[src/rtl/tsu_pkg.sv]
package tsu_pkg;
  // event bit positions (decoded by software, so fixed)
  localparam int TRIG_EV_LSB   = 24;
  localparam int ALARM_EV_LSB  = 16;
  localparam int PULSE_EV_MSB  = 7;
  // control bit positions
  localparam int TRIG_POL_LSB  = 8;
  localparam int ALARM_POL_MSB = 31;

  // word address map
  localparam int ADR_CTRL    = 0;
  localparam int ADR_EVENT   = 1;
  localparam int ADR_MASK    = 2;
  localparam int ADR_ALM_HI0 = 4;  // alarm k high at 4+2k, low at 5+2k
  localparam int ADR_TS_HI0  = 8;  // trigger k high at 8+2k, low at 9+2k

  function automatic logic [31:0] ev_impl(input int n_trig, input int n_alarm, input int n_pulse);
    logic [31:0] m;
    m = '0;
    for (int k = 0; k < n_trig; k++)  m[TRIG_EV_LSB + k]  = 1'b1;
    for (int k = 0; k < n_alarm; k++) m[ALARM_EV_LSB + k] = 1'b1;
    for (int k = 0; k < n_pulse; k++) m[PULSE_EV_MSB - k] = 1'b1;
    return m;
  endfunction

  function automatic logic [31:0] ctrl_impl(input int n_trig, input int n_alarm);
    logic [31:0] m;
    m = '0;
    for (int k = 0; k < n_trig; k++)  m[TRIG_POL_LSB + k]  = 1'b1;
    for (int k = 0; k < n_alarm; k++) m[ALARM_POL_MSB - k] = 1'b1;
    return m;
  endfunction
endpackage

[src/rtl/tsu_trig_capture.sv]
module tsu_trig_capture #(
  parameter int TW          = 64,
  parameter int SYNC_STAGES = 2
) (
  input  logic          clk,
  input  logic          rst_n,
  input  logic          pin,
  input  logic          pol_fall,
  input  logic [TW-1:0] time_ns,
  output logic          fire,
  output logic [TW-1:0] stamp
);
  logic [SYNC_STAGES-1:0] sync_q;
  logic                   last_q;
  logic                   lvl;

  generate
    if (SYNC_STAGES == 1) begin : g_one
      always_ff @(posedge clk or negedge rst_n)
        if (!rst_n) sync_q <= '0;
        else        sync_q <= pin;
    end else begin : g_chain
      always_ff @(posedge clk or negedge rst_n)
        if (!rst_n) sync_q <= '0;
        else        sync_q <= {sync_q[SYNC_STAGES-2:0], pin};
    end
  endgenerate

  assign lvl = sync_q[SYNC_STAGES-1];

  always_ff @(posedge clk or negedge rst_n)
    if (!rst_n) last_q <= 1'b0;
    else        last_q <= lvl;

  // edge of the selected direction
  assign fire = pol_fall ? (last_q & ~lvl) : (lvl & ~last_q);

  always_ff @(posedge clk or negedge rst_n)
    if (!rst_n)    stamp <= '0;
    else if (fire) stamp <= time_ns;
endmodule

[src/rtl/tsu_alarm_cmp.sv]
module tsu_alarm_cmp #(
  parameter int TW = 64,
  parameter int DW = 32
) (
  input  logic          clk,
  input  logic          rst_n,
  input  logic          wr_hi,
  input  logic          wr_lo,
  input  logic [DW-1:0] wdata,
  input  logic [TW-1:0] time_ns,
  output logic [TW-1:0] target,
  output logic          hit
);
  always_ff @(posedge clk or negedge rst_n)
    if (!rst_n) target <= '1;
    else begin
      if (wr_hi) target[TW-1:DW] <= wdata[TW-DW-1:0];
      if (wr_lo) target[DW-1:0]  <= wdata;
    end

  assign hit = (time_ns == target);
endmodule

[src/rtl/tsu_event_reg.sv]
module tsu_event_reg #(
  parameter int          DW      = 32,
  parameter logic [31:0] IMPL    = '0
) (
  input  logic          clk,
  input  logic          rst_n,
  input  logic [DW-1:0] set_vec,
  input  logic          ev_wr,
  input  logic          mask_wr,
  input  logic [DW-1:0] wdata,
  output logic [DW-1:0] ev_q,
  output logic [DW-1:0] mask_q,
  output logic          irq
);
  logic [DW-1:0] ack;

  assign ack = ev_wr ? wdata : '0;

  // source set takes priority over acknowledge
  always_ff @(posedge clk or negedge rst_n)
    if (!rst_n) ev_q <= '0;
    else        ev_q <= ((ev_q & ~ack) | set_vec) & IMPL[DW-1:0];

  always_ff @(posedge clk or negedge rst_n)
    if (!rst_n)       mask_q <= '0;
    else if (mask_wr) mask_q <= wdata & IMPL[DW-1:0];

  assign irq = |(ev_q & mask_q);
endmodule

[src/rtl/tsu_event_unit.sv]
module tsu_event_unit
  import tsu_pkg::*;
#(
  parameter int TW          = 64,
  parameter int DW          = 32,
  parameter int AW          = 4,
  parameter int N_TRIG      = 2,
  parameter int N_ALARM     = 2,
  parameter int N_PULSE     = 3,
  parameter int SYNC_STAGES = 2
) (
  input  logic               clk,
  input  logic               rst_n,
  input  logic [TW-1:0]      time_ns,
  input  logic [N_TRIG-1:0]  trig_in,
  input  logic [N_PULSE-1:0] pulse_in,
  input  logic               bus_sel,
  input  logic               bus_wr,
  input  logic [AW-1:0]      bus_addr,
  input  logic [DW-1:0]      bus_wdata,
  output logic [DW-1:0]      bus_rdata,
  output logic               irq,
  output logic [N_ALARM-1:0] alarm_out
);
  localparam logic [31:0] EV_IMPL   = ev_impl(N_TRIG, N_ALARM, N_PULSE);
  localparam logic [31:0] CTRL_IMPL = ctrl_impl(N_TRIG, N_ALARM);

  logic                wr_en;
  logic                ctrl_wr, ev_wr, mask_wr;
  logic [DW-1:0]       ctrl_q;
  logic [DW-1:0]       ev_q, mask_q;
  logic [DW-1:0]       set_vec;
  logic [N_TRIG-1:0]   trig_fire;
  logic [N_ALARM-1:0]  alarm_hit;
  logic [TW-1:0]       stamp  [N_TRIG];
  logic [TW-1:0]       target [N_ALARM];

  assign wr_en   = bus_sel & bus_wr;
  assign ctrl_wr = wr_en && (bus_addr == AW'(ADR_CTRL));
  assign ev_wr   = wr_en && (bus_addr == AW'(ADR_EVENT));
  assign mask_wr = wr_en && (bus_addr == AW'(ADR_MASK));

  always_ff @(posedge clk or negedge rst_n)
    if (!rst_n)       ctrl_q <= '0;
    else if (ctrl_wr) ctrl_q <= bus_wdata & CTRL_IMPL[DW-1:0];

  genvar k;
  generate
    for (k = 0; k < N_TRIG; k++) begin : g_trig
      tsu_trig_capture #(.TW(TW), .SYNC_STAGES(SYNC_STAGES)) cap_i (
        .clk      (clk),
        .rst_n    (rst_n),
        .pin      (trig_in[k]),
        .pol_fall (ctrl_q[TRIG_POL_LSB + k]),
        .time_ns  (time_ns),
        .fire     (trig_fire[k]),
        .stamp    (stamp[k])
      );
    end

    for (k = 0; k < N_ALARM; k++) begin : g_alarm
      logic hi_wr, lo_wr;
      assign hi_wr = wr_en && (bus_addr == AW'(ADR_ALM_HI0 + 2*k));
      assign lo_wr = wr_en && (bus_addr == AW'(ADR_ALM_HI0 + 2*k + 1));
      tsu_alarm_cmp #(.TW(TW), .DW(DW)) cmp_i (
        .clk     (clk),
        .rst_n   (rst_n),
        .wr_hi   (hi_wr),
        .wr_lo   (lo_wr),
        .wdata   (bus_wdata),
        .time_ns (time_ns),
        .target  (target[k]),
        .hit     (alarm_hit[k])
      );
      assign alarm_out[k] = ev_q[ALARM_EV_LSB + k] ^ ctrl_q[ALARM_POL_MSB - k];
    end
  endgenerate

  always_comb begin
    set_vec = '0;
    for (int i = 0; i < N_TRIG; i++)  set_vec[TRIG_EV_LSB + i]  = trig_fire[i];
    for (int i = 0; i < N_ALARM; i++) set_vec[ALARM_EV_LSB + i] = alarm_hit[i];
    for (int i = 0; i < N_PULSE; i++) set_vec[PULSE_EV_MSB - i] = pulse_in[i];
  end

  tsu_event_reg #(.DW(DW), .IMPL(EV_IMPL)) evr_i (
    .clk     (clk),
    .rst_n   (rst_n),
    .set_vec (set_vec),
    .ev_wr   (ev_wr),
    .mask_wr (mask_wr),
    .wdata   (bus_wdata),
    .ev_q    (ev_q),
    .mask_q  (mask_q),
    .irq     (irq)
  );

  always_comb begin
    bus_rdata = '0;
    if (bus_addr == AW'(ADR_CTRL))  bus_rdata = ctrl_q;
    if (bus_addr == AW'(ADR_EVENT)) bus_rdata = ev_q;
    if (bus_addr == AW'(ADR_MASK))  bus_rdata = mask_q;
    for (int i = 0; i < N_ALARM; i++) begin
      if (bus_addr == AW'(ADR_ALM_HI0 + 2*i))     bus_rdata = target[i][TW-1:DW];
      if (bus_addr == AW'(ADR_ALM_HI0 + 2*i + 1)) bus_rdata = target[i][DW-1:0];
    end
    for (int i = 0; i < N_TRIG; i++) begin
      if (bus_addr == AW'(ADR_TS_HI0 + 2*i))      bus_rdata = stamp[i][TW-1:DW];
      if (bus_addr == AW'(ADR_TS_HI0 + 2*i + 1))  bus_rdata = stamp[i][DW-1:0];
    end
  end
endmodule

[config.mk]
export PLATFORM = sky130hd
export DESIGN_NAME = tsu_event_unit
export DESIGN_NICKNAME = d
export VERILOG_FILES = /design/src/rtl/tsu_pkg.sv /design/src/rtl/tsu_trig_capture.sv /design/src/rtl/tsu_alarm_cmp.sv /design/src/rtl/tsu_event_reg.sv /design/src/rtl/tsu_event_unit.sv
export SDC_FILE = /design/constraint.sdc
export NUM_CORES = 1
export LEC_CHECK = 0
export ABC_CLOCK_PERIOD_IN_PS = 1450
export BUFFER_PORTS_ARGS = -buffer_cell sky130_fd_sc_hd__buf_2
export CAP_MARGIN = 20
export CORE_MARGIN = 2
export CORE_UTILIZATION = 54
export DETAILED_ROUTE_END_ITERATION = 6
export PLACE_DENSITY_LB_ADDON = 0.08
export SETUP_SLACK_MARGIN = 0.02
export SLEW_MARGIN = 0
export SYNTH_ARGS = -nofsm -noshare
export SYNTH_HDL_FRONTEND = slang
export SYNTH_SLANG_ARGS = --single-unit
[constraint.sdc]
create_clock -name clk -period 1.45 [get_ports clk]
set_input_delay 0.2175 -clock clk [delete_from_list [all_inputs] [get_ports clk]]
set_output_delay 0.2175 -clock clk [all_outputs]
set_load 0.02 [all_outputs]
==> flow_metrics.py, run 1 <==
metrics = {
    "clock_tree": {
        "clk_pin_slew_worst_paths_ns": 0.06,
        "clock_sink_count": 280,
        "clkLatencyLatePin_ns": 0.56,
        "tritoncts": "built",
        "cts_htree_levels": 1,
        "longest_clk_path_bufs": 3,
        "cts_buffers": 31,
        "cts_root_buf": "sky130_fd_sc_hd__clkbuf_16",
    },
    "sta": {
        "max_freq_ghz": 0.4412,
        "rsz0062_at_grt": "yes",
        "worst-slew-pin-transition_ns": 0.4585,
        "report.final.setup_viol": 166,
        "finalClockSkew_ns": 0.01391,
        "max_slew_headroom_at_the_worst_pin_pct": 69.43,
        "hold_viol_final": 0,
        "fin_crit_ns": 2.266,
        "final_min_period_over_clock_period_pct": 156.3,
        "worst_slack_setup_final_ns": -0.8165,
        "timing.final.max_slew_violations": 0,
    },
    "hold_path": {
        "min-delay-start": "time_ns[20]",
        "min-delay-path-class": "in -> reg",
    },
    "place": {
        "place_hpwl_um": 32780,
        "port-buffer-count": 143,
        "placed_area_um2": 17340,
        "placer_congestion": 0.9155,
        "placedCellCount": 1709,
    },
    "detailed_routing": {
        "routed_wire_length_per_instance_um": 26.90,
        "antenna_left": 0,
        "dr_total_vias": 11920,
        "detailedRoute.firstIterationViolations": 1139,
        "detailedRoute.firstPassIterationCount": 5,
        "drt-total-wl_um": 52030,
        "drt-vias-per-instance": 6.163,
        "drcViolationCount": 0,
    },
    "synth": {
        "syn_nets": 1206,
        "most_common_flop_cell_mapped_by_yosys": "sky130_fd_sc_hd__dfrtp_1",
        "synth-warning-count": 0,
        "synthesis.area_um2": 14290,
        "number_of_synthesized_flops_with_an_enable_pin": 0,
        "syn_inst": 1097,
        "portion_of_the_post_synthesis_area_used_by_sequential_elements_pct": 50.16,
        "biggest_area_consumer_among_synthesized_cells": "sky130_fd_sc_hd__dfrtp_1",
        "avgSynthCellArea_um2": 13.03,
        "synth_top_area_share_pct": 26.62,
        "ys_types": 47,
        "synth_async_sr_flop_share_pct": 100.0,
        "post_synth_main_area_contributors": "sky130_fd_sc_hd__dfrtp_1 (27%), sky130_fd_sc_hd__dfstp_2 (24%), sky130_fd_sc_hd__mux2_2 (22%)",
        "synth_most_common_cell": "sky130_fd_sc_hd__mux2_2",
        "ys_seq_elements": 280,
        "ys_top_cells_by_count": "sky130_fd_sc_hd__mux2_2 (277), sky130_fd_sc_hd__dfrtp_1 (152), sky130_fd_sc_hd__dfstp_2 (128)",
    },
    "grt": {
        "first_global_vias": 12650,
        "grt_use_met3_pct": 5.561,
        "globalRouteOverflowTotal": 0,
        "grt_first_pass_wirelength_um": 77600,
        "global_route.peak_usage_layer": "met2",
        "antenna_found_initial": 1,
        "grt_max_degree": 83,
        "globalRouteMet2Util_pct": 60.87,
        "grt_use_met1_pct": 48.51,
        "globalRouteTotalUtil_pct": 36.64,
    },
    "finish": {
        "layout-area-overhead-vs-synth_pct": 47.52,
        "final_layout_size_suffix_gt1_share_pct": 63.95,
        "final_net_count": 1683,
        "post_route_core_utilization_pct": 81.12,
        "fin_area_um2": 21080,
        "stdcell_count": 1934,
    },
    "floorplanning": {
        "start_util_pct": 54.99,
        "fp.dieArea_um2": 27780,
        "boundaryPins": 144,
        "dieHeight_um": 166.7,
        "fp.dieW_um": 166.7,
        "core.rowCount": 59,
        "floorplan.core_area_um2": 25980,
    },
    "setup_path": {
        "setup.worst_path.start_class": "register",
        "crit_arrival_ns": 2.05,
        "highest_cell_delay_on_the_worst_timing_path_ns": 0.54,
        "worst_path_required_ns": 1.23,
        "end_kind": "primary output",
        "r2r_slack_ns": -0.62,
        "crit_path_cell_trace": "mux2i_1, nor2_1, a31oi_1, o32a_1, o211ai_1, buf_4",
        "setup.worst_path.start": "g_alarm[0].cmp_i.target[41]",
        "worst_r2r_startpoint": "ctrl_q[9]",
        "crit_slowest_cell": "sky130_fd_sc_hd__dfstp_2",
        "worst-path-max-fanout": 2,
        "worst-setup-path-type": "reg -> out",
    },
    "outcome": {
        "run_status": "finished with violations",
        "violated_checks": "negative setup slack",
    },
    "power_and_ir_drop": {
        "power.density_cell_area_nw_per_um2": 1357,
        "totalPowerFinal_uw": 28610,
        "power_leakage_uw": 0.009108,
        "worst_ir_drop_vdd_mv": 1.308,
    },
    "run": {
        "maxCapViolCount": 0,
    },
}
## through the flow
stage | worst slack [ns] | TNS, ns | hold slack (ns)
floorplan | -0.05664 | -1.034 | -0.07809
global placement | -0.4502 | -58.11 | 0.02242
detailed placement | -0.4380 | -65.35 | 0.02306
CTS | -0.7341 | -40.66 | 0.0003456
global route | -0.8462 | -62.97 | 0.005030
finish | -0.8165 | -55.10 | 0.01769
## registers in the layout, summed over array words and instances (netlist names)
name                  count
ctrl_q                    4
g_alarm.cmp_i.target    128
g_trig.cap_i.sync_q       4
g_trig.cap_i.stamp      128
g_trig.cap_i.last_q       2
evr_i.ev_q                7
evr_i.mask_q              7
## per-layer routing
layer / share of wire (%) / vias to the layer above
met5: 0 / -
met4: 4.5 / 0
met3: 7.0 / 156
met2: 49 / 613
met1: 40 / 6159
li1: - / 4992
## where the power goes
| part | switching (µW) | internal, µW | total [µW] |
|---|---|---|---|
| sequential | 1360 | 10200 | 11500 |
| clock | 3260 | 4680 | 7940 |
| combinational | 3860 | 5280 | 9140 |
## timing repair
item	CTS	global route
endpoints found under the hold margin	379	0
buffers inserted	77	19
endpoints found under the setup margin	163	167
pin swaps	70	39
gates resized for setup	245	91
hold buffers	73	0
cloned	14	2
## worst paths after layout
kind                                               end  cells past startpoint
hold / removal               g_trig[1].cap_i.stamp[20]                      2
setup reg to reg             g_trig[1].cap_i.stamp[62]                     11
max in group asynchronous  g_alarm[1].cmp_i.target[32]                      4
min in group asynchronous    g_trig[0].cap_i.stamp[61]                      2
hold reg to reg              g_trig[1].cap_i.sync_q[1]                      0
setup / recovery                          bus_rdata[9]                      6
## placed cells by master, fill, tap and decap left out, drive strengths merged, types with 6 or more instances in the layout
cell and count:
mux2i 10, a22o 8, xnor2 64, nand2b 8
mux2 287, nand4 21, clkinv 6, o21ai 42
nor2b 9, buf 433, mux4 25, dfstp 128
nand2 42, nor2 15, a22oi 14, clkbuf 48
nor4 21, dlygate4sd3 73, o22ai 25, xor2 66
a21oi 42, dfrtp 152
## cells by family (layout without fill, tap and decap cells)
family,after synthesis,count (layout),share of synthesized area (%)
other,0,1,0
flip-flops,280,280,50.16
multiplexers,322,322,27.26
AO/OA/AOI/OAI,168,168,7.382
AND/OR/NAND/NOR,130,130,4.807
XOR/XNOR,130,130,7.968
buffers and inverters,67,568,2.426
## final cells by class
type / count / area, µm²
multi-input combinational: 750 / 7761
sequential: 280 / 7171
fill: 1407 / 4906
timing repair buffer: 508 / 4702
clock buffer: 46 / 872.1
tap: 335 / 419.2
clock inverter: 11 / 140.1
inverter: 3 / 11.26
antenna: 1 / 2.502
## worst max-delay path, delay by kind of cell, from the launching register on
family	cells	cell delay, ns
flip-flops	1	0.54
AO/OA/AOI/OAI	3	0.54
multiplexers	1	0.07
buffers and inverters	1	0.21
AND/OR/NAND/NOR	1	0.11
Power figures use the tool's default switching activity.
==> run 2, diff against run 1 <==
--- a/config.mk
+++ b/config.mk
@@ -8,6 +8,7 @@
 export ABC_CLOCK_PERIOD_IN_PS = 1450
 export BUFFER_PORTS_ARGS = -buffer_cell sky130_fd_sc_hd__buf_2
 export CAP_MARGIN = 20
+export CORE_ASPECT_RATIO = 1.2
 export CORE_MARGIN = 2
 export CORE_UTILIZATION = 54
 export DETAILED_ROUTE_END_ITERATION = 6
==> run 2 against run 1 <==
  * The run still ends with negative setup slack left
  * Cell count is 2.2% lower
  * Core utilization is 1.5 points lower
  * Sequential power hardly changed
  * Clock-buffer cell count stayed put
  * Sequential share of layout area is 0.37 points higher
  * Critical endpoint unchanged
  * Largest cell class unchanged
==> flow_metrics.py, run 2 (synthesis gave the netlist of run 1 again) <==
metrics = {
    "outcome": {
        "run_status": "finished with violations",
        "violated_checks": "negative setup slack",
    },
    "sta": {
        "rsz0062_at_grt": "yes",
        "hold_viol_final": 0,
        "worst-slew-pin-transition_ns": 0.5101,
        "final_min_period_over_clock_period_pct": 149.0,
        "max_slew_headroom_at_the_worst_pin_pct": 65.75,
        "worst_slack_setup_final_ns": -0.7108,
        "finalClockSkew_ns": 0.008974,
        "timing.final.max_slew_violations": 0,
        "fin_crit_ns": 2.161,
        "max_freq_ghz": 0.4628,
        "report.final.setup_viol": 163,
    },
    "finish": {
        "top_regs": "g_alarm.cmp_i.target x128, g_trig.cap_i.stamp x128",
        "final_layout_size_suffix_gt1_share_pct": 63.90,
        "stdcell_count": 1892,
        "layout.cells.most_common_list": "sky130_fd_sc_hd__buf_4 (183), sky130_fd_sc_hd__dfrtp_1 (151), sky130_fd_sc_hd__mux2_2 (150)",
        "nFillCells": 1554,
        "antenna_cells_inserted": 0,
        "final_net_count": 1643,
        "fin_area_um2": 20840,
        "layout.cells.most_common": "sky130_fd_sc_hd__buf_4",
        "layout-area-overhead-vs-synth_pct": 45.87,
    },
    "grt": {
        "globalRouteTotalUtil_pct": 35.47,
        "antenna_found_initial": 1,
        "grt_max_degree": 55,
        "first_global_vias": 12250,
        "grt_first_pass_wirelength_um": 75040,
        "globalRouteOverflowTotal": 0,
    },
    "setup_path": {
        "endpoint_of_the_most_critical_setup_path": "bus_rdata[9]",
        "worst-setup-path-type": "reg -> out",
        "crit_arrival_ns": 1.94,
        "worst-path-max-fanout": 2,
        "r2r_slack_ns": -0.28,
        "crit_slowest_cell": "sky130_fd_sc_hd__dfstp_2",
        "end_kind": "primary output",
        "crit_path_cell_trace": "mux2i_1, nor2_1, a31oi_1, o32a_1, o211ai_1, buf_4",
        "setup.worst_path.start": "g_alarm[0].cmp_i.target[41]",
        "setup.worst_path.start_class": "register",
        "highest_cell_delay_on_the_worst_timing_path_ns": 0.53,
        "rr_worst_depth": 7,
        "worst_r2r_startpoint": "g_alarm[0].cmp_i.target[63]",
        "regToRegEndpoint": "evr_i.ev_q[16]",
        "worst_path_required_ns": 1.23,
    },
    "floorplanning": {
        "floorplan.core_area_um2": 26190,
        "fp.dieArea_um2": 27780,
        "fp.dieW_um": 152.5,
        "start_util_pct": 54.56,
        "boundaryPins": 144,
        "core.rowCount": 65,
        "dieHeight_um": 182.2,
    },
    "detailed_routing": {
        "drcViolationCount": 0,
        "drt-vias-per-instance": 6.031,
        "dr_total_vias": 11410,
        "drt-total-wl_um": 49830,
        "antenna_left": 0,
        "routed_wire_length_per_instance_um": 26.34,
        "detailedRoute.firstPassIterationCount": 5,
        "detailedRoute.firstIterationViolations": 712,
    },
    "clock_tree": {
        "cts_root_buf": "sky130_fd_sc_hd__clkbuf_16",
        "cts_htree_levels": 1,
        "clk_pin_slew_worst_paths_ns": 0.06,
        "cts_buffers": 30,
        "tritoncts": "built",
        "clkLatencyLatePin_ns": 0.56,
        "clock_sink_count": 280,
        "longest_clk_path_bufs": 3,
    },
    "place": {
        "placer_congestion": 0.9278,
        "placed_area_um2": 17070,
        "port-buffer-count": 143,
        "place_ws_ns": -0.3759,
        "placedCellCount": 1684,
        "place_hpwl_um": 31960,
    },
    "power_and_ir_drop": {
        "totalPowerFinal_uw": 28260,
        "worst_ir_drop_vdd_mv": 1.212,
        "power.density_cell_area_nw_per_um2": 1356,
        "power_leakage_uw": 0.009005,
    },
    "run": {
        "maxCapViolCount": 0,
    },
    "hold_path": {
        "timing.hold.worst_path_depth": 3,
        "min-delay-path-class": "in -> reg",
    },
}
==> run 2: cell count changes in the layout (fill, tap and decap cells not counted), sizes merged <==
cell,delta
dlygate4sd3,-2
diode,-1
clkbuf,-1
bufinv,-2
buf,-36
==> run 2: how the worst min path moves through the flow <==
stage	from	to	slack, ns
CTS	bus_wdata[5]	evr_i.ev_q[5]	0.004
finish	bus_wdata[5]	evr_i.ev_q[5]	0.02
detailed placement	rst_n	g_trig[1].cap_i.stamp[55]	0.11
global placement	rst_n	g_trig[1].cap_i.stamp[55]	0.11
floorplan	rst_n	ctrl_q[30]	-0.08
global route	time_ns[56]	g_trig[0].cap_i.stamp[56]	0.001
==> run 2: where the power goes <==
group          switching (µW)  leakage (µW)  internal, µW  total, µW
Clock                    3220      0.000496          4530       7760
Combinational            3750       0.00540          5290       9040
Sequential               1310       0.00311         10200      11500
Total                    8280       0.00900         20000      28300
==> run 2: metrics by stage <==
stage	TNS, ns	utilization, %	hold WS, ns
6_report	-35.47	79.59	0.01991
5_1_grt	-43.15	79.59	0.001165
3_3_place_gp	-52.88	65.19	0.1061
4_1_cts	-37.05	78.68	0.003526
2_1_floorplan	-1.034	-	-0.07809
3_5_place_dp	-57.88	65.19	0.1069
==> run 2: metal layers <==
| metal | routed length, µm | track usage (%) | vias up |
|---|---|---|---|
| li1 | - | - | 4904 |
| met1 | 19600 | 45.74 | 5871 |
| met2 | 24590 | 59.73 | 499 |
| met3 | 3165 | 5.272 | 135 |
| met4 | 2459 | 16.15 | 2 |
| met5 | 12 | 0 | - |
==> run 2: critical path: cells and delay by family, from the launching register on <==
| family | cells | cell delay [ns] |
|---|---|---|
| flip-flops | 1 | 0.53 |
| AO/OA/AOI/OAI | 3 | 0.48 |
| buffers and inverters | 1 | 0.21 |
| AND/OR/NAND/NOR | 1 | 0.10 |
| multiplexers | 1 | 0.07 |
==> run 2: repair_timing <==
| action | CTS | global route |
|---|---|---|
| buffers inserted | 66 | 13 |
| resized for setup | 272 | 69 |
| setup endpoints to repair | 161 | 166 |
| pin swaps | 59 | 40 |
| gates cloned | 12 | 1 |
| endpoints found under the hold margin | 349 | 0 |
| hold buffers | 71 | 0 |
==> run 2: layout make-up <==
cell class	instances	area, µm²	share of cell area, %
tap	335	419.2	2.011
timing repair buffer	469	4309	20.67
clock inverter	9	76.32	0.3662
sequential	280	7168	34.39
clock buffer	46	922.1	4.424
multi-input combinational	750	7936	38.08
inverter	3	11.26	0.05403
==> run 3, diff against run 2 <==
--- a/config.mk
+++ b/config.mk
@@ -5,14 +5,15 @@
 export SDC_FILE = /design/constraint.sdc
 export NUM_CORES = 1
 export LEC_CHECK = 0
-export ABC_CLOCK_PERIOD_IN_PS = 1450
+export ABC_CLOCK_PERIOD_IN_PS = 2700
 export BUFFER_PORTS_ARGS = -buffer_cell sky130_fd_sc_hd__buf_2
 export CAP_MARGIN = 20
 export CORE_ASPECT_RATIO = 1.2
 export CORE_MARGIN = 2
-export CORE_UTILIZATION = 54
+export CORE_UTILIZATION = 60
 export DETAILED_ROUTE_END_ITERATION = 6
 export PLACE_DENSITY_LB_ADDON = 0.08
+export REMOVE_ABC_BUFFERS = 1
 export SETUP_SLACK_MARGIN = 0.02
 export SLEW_MARGIN = 0
 export SYNTH_ARGS = -nofsm -noshare
==> constraint.sdc (replaced) <==
create_clock -name clk -period 2.7 [get_ports clk]
set_input_delay 0.405 -clock clk [delete_from_list [all_inputs] [get_ports clk]]
set_output_delay 0.405 -clock clk [all_outputs]
set_load 0.02 [all_outputs]
==> run 3 against run 2 <==
  * The flow now finishes without violations
  * Non-clock buffer count decreased by 282
  * First-iteration DRC count is 12% lower
  * Largest cell class is now registers
  * Clock-buffer cell count up 1
  * Register-to-register slack better by 0.75 ns
  * Design area fell by 20%
  * Critical path depth up 2
  * Critical endpoint is now bus_rdata[5]
  * Combinational power down 68%
  * Via count fell by 14%
  * Sequential power fell by 47%
  * Power is 52% lower
==> flow_metrics.py, run 3 (synthesis gave the netlist of run 1 again) <==
metrics = {
    "outcome": {
        "run_status": "finished clean",
    },
    "clock_tree": {
        "cts_htree_levels": 1,
        "cts_buffers": 30,
        "clkLatencyLatePin_ns": 0.56,
        "cts_root_buf": "sky130_fd_sc_hd__clkbuf_16",
        "post_cts.repair.setup_buffers": 0,
        "longest_clk_path_bufs": 3,
        "tritoncts": "built",
        "clk_pin_slew_worst_paths_ns": 0.06,
        "clock_sink_count": 280,
    },
    "run": {
        "maxCapViolCount": 0,
    },
    "hold_path": {
        "min-delay-path-class": "in -> reg",
        "hold_path_end": "evr_i.ev_q[6]",
        "min-delay-start": "pulse_in[1]",
        "timing.hold.worst_path_depth": 2,
    },
    "grt": {
        "globalRouteOverflowTotal": 0,
        "grt_max_degree": 66,
        "antenna_found_initial": 1,
        "globalRouteTotalUtil_pct": 31.81,
        "first_global_vias": 10480,
        "grt_first_pass_wirelength_um": 60360,
    },
    "detailed_routing": {
        "drcViolationCount": 0,
        "drt-total-wl_um": 39060,
        "detailedRoute.firstPassIterationCount": 5,
        "dr_total_vias": 9855,
        "antenna_left": 0,
        "detailedRoute.firstIterationViolations": 624,
        "drt-vias-per-instance": 6.186,
        "routed_wire_length_per_instance_um": 24.52,
    },
    "setup_path": {
        "regToRegEndpoint": "g_trig[0].cap_i.stamp[26]",
        "r2r_slack_ns": 0.47,
        "worst_path_required_ns": 2.30,
        "crit_arrival_ns": 2.14,
        "end_kind": "primary output",
        "rr_worst_depth": 4,
        "setup.worst_path.start_class": "input pin",
        "worst-path-max-fanout": 11,
        "worst_r2r_startpoint": "g_trig[0].cap_i.last_q",
        "worst-setup-path-type": "in -> out",
    },
    "floorplanning": {
        "floorplan.core_area_um2": 23280,
        "fp.dieArea_um2": 25070,
        "fp.dieW_um": 144.9,
        "boundaryPins": 144,
        "dieHeight_um": 173.1,
        "start_util_pct": 61.38,
        "core.rowCount": 61,
    },
    "finish": {
        "final_net_count": 1361,
        "final_layout_size_suffix_gt1_share_pct": 52.82,
        "stdcell_count": 1593,
        "layout.cells.most_common": "sky130_fd_sc_hd__mux2_2",
        "nFillCells": 1677,
        "fin_area_um2": 16750,
        "layout-area-overhead-vs-synth_pct": 17.22,
        "layout.cells.most_common_list": "sky130_fd_sc_hd__mux2_2 (277), sky130_fd_sc_hd__dfrtp_1 (152), sky130_fd_sc_hd__buf_2 (140)",
        "top_regs": "g_alarm.cmp_i.target x128, g_trig.cap_i.stamp x128",
    },
    "place": {
        "placer_congestion": 0.8655,
        "port-buffer-count": 143,
        "placed_area_um2": 15640,
        "place_hpwl_um": 27150,
        "placedCellCount": 1532,
    },
    "sta": {
        "final.hold.worst_slack_ns": 0.02998,
        "hold_viol_final": 0,
        "max_freq_ghz": 0.3926,
        "timing.final.max_slew_violations": 0,
        "final_min_period_over_clock_period_pct": 94.33,
        "finalClockSkew_ns": 0.009773,
        "rsz0062_at_grt": "no",
        "worst-slew-pin-transition_ns": 1.023,
        "report.final.setup_viol": 0,
        "max_slew_headroom_at_the_worst_pin_pct": 31.56,
        "fin_crit_ns": 2.547,
    },
    "power_and_ir_drop": {
        "seq_power_share_pct": 45.8,
        "internal_power_uw": 9718,
        "worst_ir_drop_vdd_mv": 0.6286,
        "combPwrFrac_pct": 21.8,
        "power.density_cell_area_nw_per_um2": 801.8,
        "power_leakage_uw": 0.006872,
        "power_switching_uw": 3712,
        "clock_power_share_pct": 32.4,
        "netSwitchingFraction_pct": 27.64,
    },
}
==> run 3: cell count changes in the layout (fill, tap and decap cells not counted), sizes merged <==
| cell | before | now |
|---|---|---|
| buf | 397 | 184 |
| dlygate4sd3 | 71 | 3 |
| bufinv | 1 | 3 |
| diode | 0 | 2 |
| clkinvlp | 1 | 0 |
| inv | 4 | 3 |
==> run 3: layout make-up <==
cell class              instances  area [µm²]  share of cell area [%]
clock buffers                  47       945.9                   5.647
multi-input cells             750        6822                   40.73
repair buffers                187        1281                   7.649
clock inverters                 9       123.9                  0.7395
well taps                     315       394.1                   2.353
diodes                          2       5.005                 0.02988
flip-flops and latches        280        7167                   42.79
inverters                       3       11.26                 0.06723
==> run 3: timing repair <==
item                                    in CTS  in global routing
endpoints found under the hold margin       28                  0
endpoints found under the setup margin       0                  2
resized for setup                            0                  1
hold buffers                                 3                  0
==> run 3: per-stage QoR <==
stage	total power, µW	setup TNS [ns]	utilization [%]	setup slack, ns
after global placement	8977	0	67.20	0.1286
after CTS	13480	0	71.92	0.1235
after detailed placement	9103	0	67.20	0.1289
after global routing	14000	0	71.93	0.06782
after floorplan	8005	-322.75	-	-3.080
final	13430	0	71.95	0.1530
==> run 3: layer usage <==
metal  part of all wire [%]  global-route usage, %
met5                      0                      0
met4                    4.4                  12.90
met3                    5.2                  4.431
met2                     49                  51.45
met1                     41                  43.31
==> run 3: worst max path at each step <==
stage                                to  slack [ns]  cells past startpoint                    from
2_1_floorplan  g_trig[0].cap_i.stamp[0]       -3.08                      3  g_trig[0].cap_i.last_q
3_3_place_gp              bus_rdata[17]        0.13                      6             bus_addr[2]
3_5_place_dp              bus_rdata[17]        0.13                      6             bus_addr[2]
4_1_cts                   bus_rdata[17]        0.12                      6             bus_addr[2]
5_1_grt                    bus_rdata[7]        0.07                      8             bus_addr[3]
6_report                   bus_rdata[5]        0.15                      8             bus_addr[3]
==> run 3: critical path: stages <==
cell	delay (ns)
sky130_fd_sc_hd__buf_2	0.20
sky130_fd_sc_hd__buf_4	0.25
sky130_fd_sc_hd__nand3b_1	0.30
sky130_fd_sc_hd__buf_4	0.20
sky130_fd_sc_hd__nor2_1	0.04
sky130_fd_sc_hd__o31a_1	0.24
sky130_fd_sc_hd__o31ai_1	0.28
sky130_fd_sc_hd__buf_2	0.22
==> run 3: power groups by stage <==
| stage | registers, µW | clock network, µW | logic (µW) |
|---|---|---|---|
| final | 6150 | 4350 | 2930 |
| after floorplan | 5970 | 0 | 2030 |
| after detailed placement | 6200 | 0 | 2900 |
| after CTS | 6150 | 4410 | 2930 |
| after global placement | 6150 | 0 | 2830 |
| after global routing | 6280 | 4580 | 3140 |
